==> config.mk <==
export PLATFORM = sky130hd
export DESIGN_NAME = wdm_write_demux
export DESIGN_NICKNAME = d
export VERILOG_FILES = /design/src/rtl/wdm_pkg.sv /design/src/rtl/wdm_width_decode.sv /design/src/rtl/wdm_place.sv /design/src/rtl/wdm_mask_gen.sv /design/src/rtl/wdm_write_demux.sv
export SDC_FILE = /design/constraint.sdc
export NUM_CORES = 1
export LEC_CHECK = 0
export ABC_AREA = 1
export BUFFER_PORTS_ARGS = -buffer_cell sky130_fd_sc_hd__buf_2
export CAP_MARGIN = 20
export CORE_AREA = 3 3 220 222
export DETAILED_ROUTE_END_ITERATION = 6
export DIE_AREA = 0 0 223 225
export HOLD_SLACK_MARGIN = 0.15
export SYNTH_ARGS = -nofsm -noshare
export SYNTH_HDL_FRONTEND = slang
export SYNTH_SLANG_ARGS = --single-unit
==> constraint.sdc <==
create_clock -name clk_i -period 0.8 [get_ports clk_i]
set_input_delay 0.08 -clock clk_i [delete_from_list [all_inputs] [get_ports clk_i]]
set_output_delay 0.08 -clock clk_i [all_outputs]
set_load 0.01 [all_outputs]
==> src/rtl/wdm_pkg.sv <==
package wdm_pkg;
  localparam int unsigned SETS    = 16;
  localparam int unsigned SLOTS   = 16;
  localparam int unsigned MASK_W  = 8;
  localparam int unsigned WIDTH_W = 3;
  localparam int unsigned SC_W    = $clog2(SETS);
  localparam int unsigned BUS_W   = SETS * SLOTS;
  localparam int unsigned BPS     = SLOTS / 8;
  localparam int unsigned BYTES   = SETS * BPS;
endpackage

==> src/rtl/wdm_width_decode.sv <==
module wdm_width_decode #(
  parameter int unsigned WIDTH_W = wdm_pkg::WIDTH_W,
  parameter int unsigned SC_W    = wdm_pkg::SC_W
) (
  input  logic [WIDTH_W-1:0] width_i,
  output logic [WIDTH_W-1:0] lg_o,
  output logic               legal_o
);
  // codes 0..SC_W are log2(lanes); anything above is reserved
  always_comb begin
    legal_o = (32'(width_i) <= SC_W);
    lg_o    = legal_o ? width_i : '0;
  end
endmodule

==> src/rtl/wdm_place.sv <==
module wdm_place #(
  parameter int unsigned SETS    = wdm_pkg::SETS,
  parameter int unsigned SLOTS   = wdm_pkg::SLOTS,
  parameter int unsigned WIDTH_W = wdm_pkg::WIDTH_W,
  localparam int unsigned SC_W   = $clog2(SETS),
  localparam int unsigned BUS_W  = SETS * SLOTS
) (
  input  logic [WIDTH_W-1:0] lg_i,
  input  logic               legal_i,
  input  logic [SC_W-1:0]    subcol_i,
  input  logic [BUS_W-1:0]   wdata_i,
  output logic [SETS-1:0]    sel_o,
  output logic [BUS_W-1:0]   data_o
);
  logic [SC_W-1:0] blk;
  logic [SC_W-1:0] lane_msk;

  always_comb begin
    blk      = subcol_i >> lg_i;
    lane_msk = SC_W'((1 << lg_i) - 1);
  end

  for (genvar s = 0; s < SETS; s++) begin : g_set
    logic [SC_W-1:0] lane;
    always_comb begin
      lane      = SC_W'(s) & lane_msk;
      sel_o[s]  = legal_i && ((SC_W'(s) >> lg_i) == blk);
      data_o[s*SLOTS +: SLOTS] = sel_o[s] ? wdata_i[int'(lane)*SLOTS +: SLOTS] : '0;
    end
  end
endmodule

==> src/rtl/wdm_mask_gen.sv <==
module wdm_mask_gen #(
  parameter int unsigned SETS   = wdm_pkg::SETS,
  parameter int unsigned SLOTS  = wdm_pkg::SLOTS,
  parameter int unsigned MASK_W = wdm_pkg::MASK_W,
  localparam int unsigned BPS   = SLOTS / 8,
  localparam int unsigned BYTES = SETS * BPS
) (
  input  logic              valid_i,
  input  logic [SETS-1:0]   sel_i,
  input  logic [MASK_W-1:0] mask_i,
  output logic [BYTES-1:0]  we_o
);
  for (genvar b = 0; b < BYTES; b++) begin : g_byte
    assign we_o[b] = valid_i & sel_i[b / BPS] & ~mask_i[b % MASK_W];
  end
endmodule

==> src/rtl/wdm_write_demux.sv <==
module wdm_write_demux #(
  parameter int unsigned SETS    = wdm_pkg::SETS,
  parameter int unsigned SLOTS   = wdm_pkg::SLOTS,
  parameter int unsigned MASK_W  = wdm_pkg::MASK_W,
  parameter int unsigned WIDTH_W = wdm_pkg::WIDTH_W,
  localparam int unsigned SC_W   = $clog2(SETS),
  localparam int unsigned BUS_W  = SETS * SLOTS,
  localparam int unsigned BYTES  = SETS * (SLOTS / 8)
) (
  input  logic               clk_i,
  input  logic               rst_ni,
  input  logic               valid_i,
  input  logic [WIDTH_W-1:0] width_i,
  input  logic [SC_W-1:0]    subcol_i,
  input  logic [BUS_W-1:0]   wdata_i,
  input  logic [MASK_W-1:0]  mask_i,
  output logic               valid_o,
  output logic [BUS_W-1:0]   core_data_o,
  output logic [BYTES-1:0]   core_we_o
);
  logic [WIDTH_W-1:0] lg;
  logic               legal;
  logic [SETS-1:0]    sel;
  logic [BUS_W-1:0]   placed;
  logic [BYTES-1:0]   we_d;

  wdm_width_decode #(.WIDTH_W(WIDTH_W), .SC_W(SC_W)) u_dec (
    .width_i (width_i),
    .lg_o    (lg),
    .legal_o (legal)
  );

  wdm_place #(.SETS(SETS), .SLOTS(SLOTS), .WIDTH_W(WIDTH_W)) u_place (
    .lg_i     (lg),
    .legal_i  (legal),
    .subcol_i (subcol_i),
    .wdata_i  (wdata_i),
    .sel_o    (sel),
    .data_o   (placed)
  );

  wdm_mask_gen #(.SETS(SETS), .SLOTS(SLOTS), .MASK_W(MASK_W)) u_mask (
    .valid_i (valid_i),
    .sel_i   (sel),
    .mask_i  (mask_i),
    .we_o    (we_d)
  );

  always_ff @(posedge clk_i or negedge rst_ni) begin
    if (!rst_ni) begin
      valid_o     <= 1'b0;
      core_data_o <= '0;
      core_we_o   <= '0;
    end else begin
      valid_o     <= valid_i;
      core_data_o <= valid_i ? placed : '0;
      core_we_o   <= we_d;
    end
  end
endmodule

==> summary.md <==
| Metric | Value |
|---|---|
| Post-detailed-route wirelength per cell | 22.6 um |
| Area Overhead vs Synth | 83.0% |
| Leak pwr | 13.7 nW |
| I/O pin count | 563 |
| Setup TNS | -204.72 ns |
| Slew margin rel. | 69.5% |
| H-tree depth | 2 |
| WL final | 75100 um |
| Startpoint class of the critical path | primary input |
| CTS tree | built |
| Mapped cell area | 13400 sq um |
| Fin cells | 3319 |
| Failing checks | negative hold slack, negative setup slack |
| Largest area contributor in the netlist | dfrtp_1 |
| Cell total after placement | 2973 |
| HP Class | in -> reg |
| PortBufs | 562 |
| Routed via count | 15900 |
| Worst-path clk slew | 0.06 ns |
| Final setup margin | -0.496 ns |
| Deepest clock path buffer count | 3 |
| Clk root buf | clkbuf_16 |
| Crit path required time | 1.25 ns |
| GR Overflow Total | 0 |
| Tcrit/Tclk final | 162% |
| HPWL after DPL | 54700 um |
| Pwr Total | 41.1 mW |
| Final Max Tran Viols | 0 |
| GPL Wtd Cong | 0.907 |
| Chip width | 223 um |
| Sequential fraction of the synthesis area | 54.0% |
| Initial Utilization | 28.8% |
| Critical path class | in -> reg |
| Vias in the first global route | 16000 |
| P per Cell Area | 1680 nW/um^2 |
| FMAX | 772 MHz |
| Share of post-route cells with drive strength above 1 | 47.0% |
| Syn_area_per_cell | 8.13 sq um |
| Count leader, synth | nor2_1 |
| CP arrival | 1.74 ns |
| Die Area | 50200 sq um |
| CTS sink cnt | 289 |
| Ys Warns | 0 |
| Synthesized flop and latch total | 289 |
| Util after Layout | 52.7% |
| Status | complete, but fails checks |
| Main flop type after synthesis | dfrtp_1 |
| Final hold viol count | 1 |
| Core Area | 46600 sq um |
| ANT nets after route | 0 |
| Initial drt markers | 1060 |
| EDFF count, synth | 0 |
| Top cell type's share of synthesized area | 54.0% |
| Maximum vdd drop | 0.00151 V |
| Die height | 225 um |
| Crit. End Element | register |
| Via density per instance | 4.79 |
| DRC | 0 |
| Hold_ws | -0.000615 ns |
| Yosys cell types | 37 |
| Syn Nets | 1927 |
| Post-Synthesis Cells | 1649 |
| Ys async rst share | 100% |
| Final nets | 2942 |
| RSZ-0062 raised after global routing | yes |
| Clock period minus worst slack | 1.30 ns |
| Most common library cells after synthesis | nor2_1, nand2_1, dfrtp_1 |
| Max FO, Critical Path | 18 |
| CTS buffer count | 34 |
| DRT Pass-1 Iters | 5 |
| First-pass GRT wire length | 104000 um |
| Worst-Margin Slew | 0.452 ns |
| Largest net degree at the start of global routing | 63 |
| Setup violators final | 577 |
| GRT Total Usage | 28.0% |
| CTS Hold Bufs | 194 |
| Initial antenna violation count | 26 |
| Top post-synthesis cells by area | dfrtp_1, nor2_1, nand2_1 |
| Core Rows | 79 |
| Max Cap Viol | 0 |
-- placed cells by master (no fill, tap or decap), types with 9 or more instances in the layout --
master	count
o21ai_1	18
nand2_4	18
nand2_1	256
o21ai_0	75
o21bai_1	15
dlygate4sd3_1	194
nand3_4	18
inv_1	171
buf_12	42
diode_2	24
dfrtp_1	289
nor3_1	12
o211ai_1	16
nand2_2	59
buf_2	556
buf_6	29
nand2_8	9
nor2_1	232
a21oi_1	35
nand3_1	70
mux2i_1	21
nor2_2	89
buf_4	214
a21oi_2	15
clkbuf_16	46
nor2_4	39
nand3_2	59
-- report_power, final --
part           internal (mW)  switching [mW]  leakage [nW]
sequential              15.0           0.126          4.01
combinational           4.58            5.95          9.12
clock                   9.15            6.37         0.534
total                   28.7            12.4          13.7
-- critical path: stages --
cell        delay, ns
buf_8            0.11
clkinvlp_4       0.11
nand2_4          0.10
ha_4             0.19
buf_12           0.15
nand2_8          0.10
nand2_4          0.06
nand2_4          0.08
buf_12           0.11
nand2_8          0.06
nor2_4           0.17
nand2_2          0.08
buf_12           0.16
nor2_1           0.15
-- stage by stage --
step,setup slack (ns),area [sq um],hold WS [ns]
final,-0.496,24500,-0.000615
after CTS,-0.437,23100,-0.0559
after detailed placement,-1.15,18900,0.0387
after global routing,-0.524,24500,0.00877
after floorplan,-0.717,13600,-0.216
after global placement,-1.18,18900,0.0452
-- layer usage --
metal / global-route usage (%) / up-vias / part of all wire, %
met2: 46.9 / 769 / 47
met4: 10.8 / 8 / 4.3
met1: 36.2 / 7702 / 41
li1: - / 7240 / -
met5: 0 / - / 0.073
met3: 5.04 / 187 / 7.0
-- timing repair --
action                                  CTS  global route
hold endpoints to repair                560            96
gates cloned                              9            14
resized for setup                       167           252
endpoints found under the setup margin  577           577
setup buffers                            28            19
pin swaps                                37            46
-- layout make-up --
class,count,area [sq um]
Multi-Input combinational cell,1100,6580
Timing Repair Buffer,1061,8090
Antenna cell,24,60.1
Clock inverter,9,92.6
Clock buffer,51,1020
Inverter,178,687
Sequential cell,289,7230
Tap cell,607,759
Fill cell,4270,22000
-- cells by family after synthesis --
group           after synthesis  share of synthesized area, %
buf+inv                     264                          8.04
fa+ha+maj                     4                         0.373
xor+xnor                      1                        0.0654
compound gates              189                          7.86
flops                       289                          54.0
simple gates                879                          28.0
mux                          23                          1.72
-- registers in the layout, indices dropped and copies added, names as in the netlist --
register,cells
core_we_o,32
core_data_o,256
valid_o,1
-- final timing paths --
check / endpoint / from / cells past startpoint / slack (ns)
max in group asynchronous: core_data_o[186] / rst_ni / 4 / 0.20
worst min-delay path: core_data_o[223] / wdata_i[223] / 5 / -0.0006
worst max-delay path: core_data_o[244] / width_i[2] / 14 / -0.50
min in group asynchronous: core_data_o[182] / rst_ni / 3 / 0.12
Note: power is estimated with default switching activity, not from simulation.
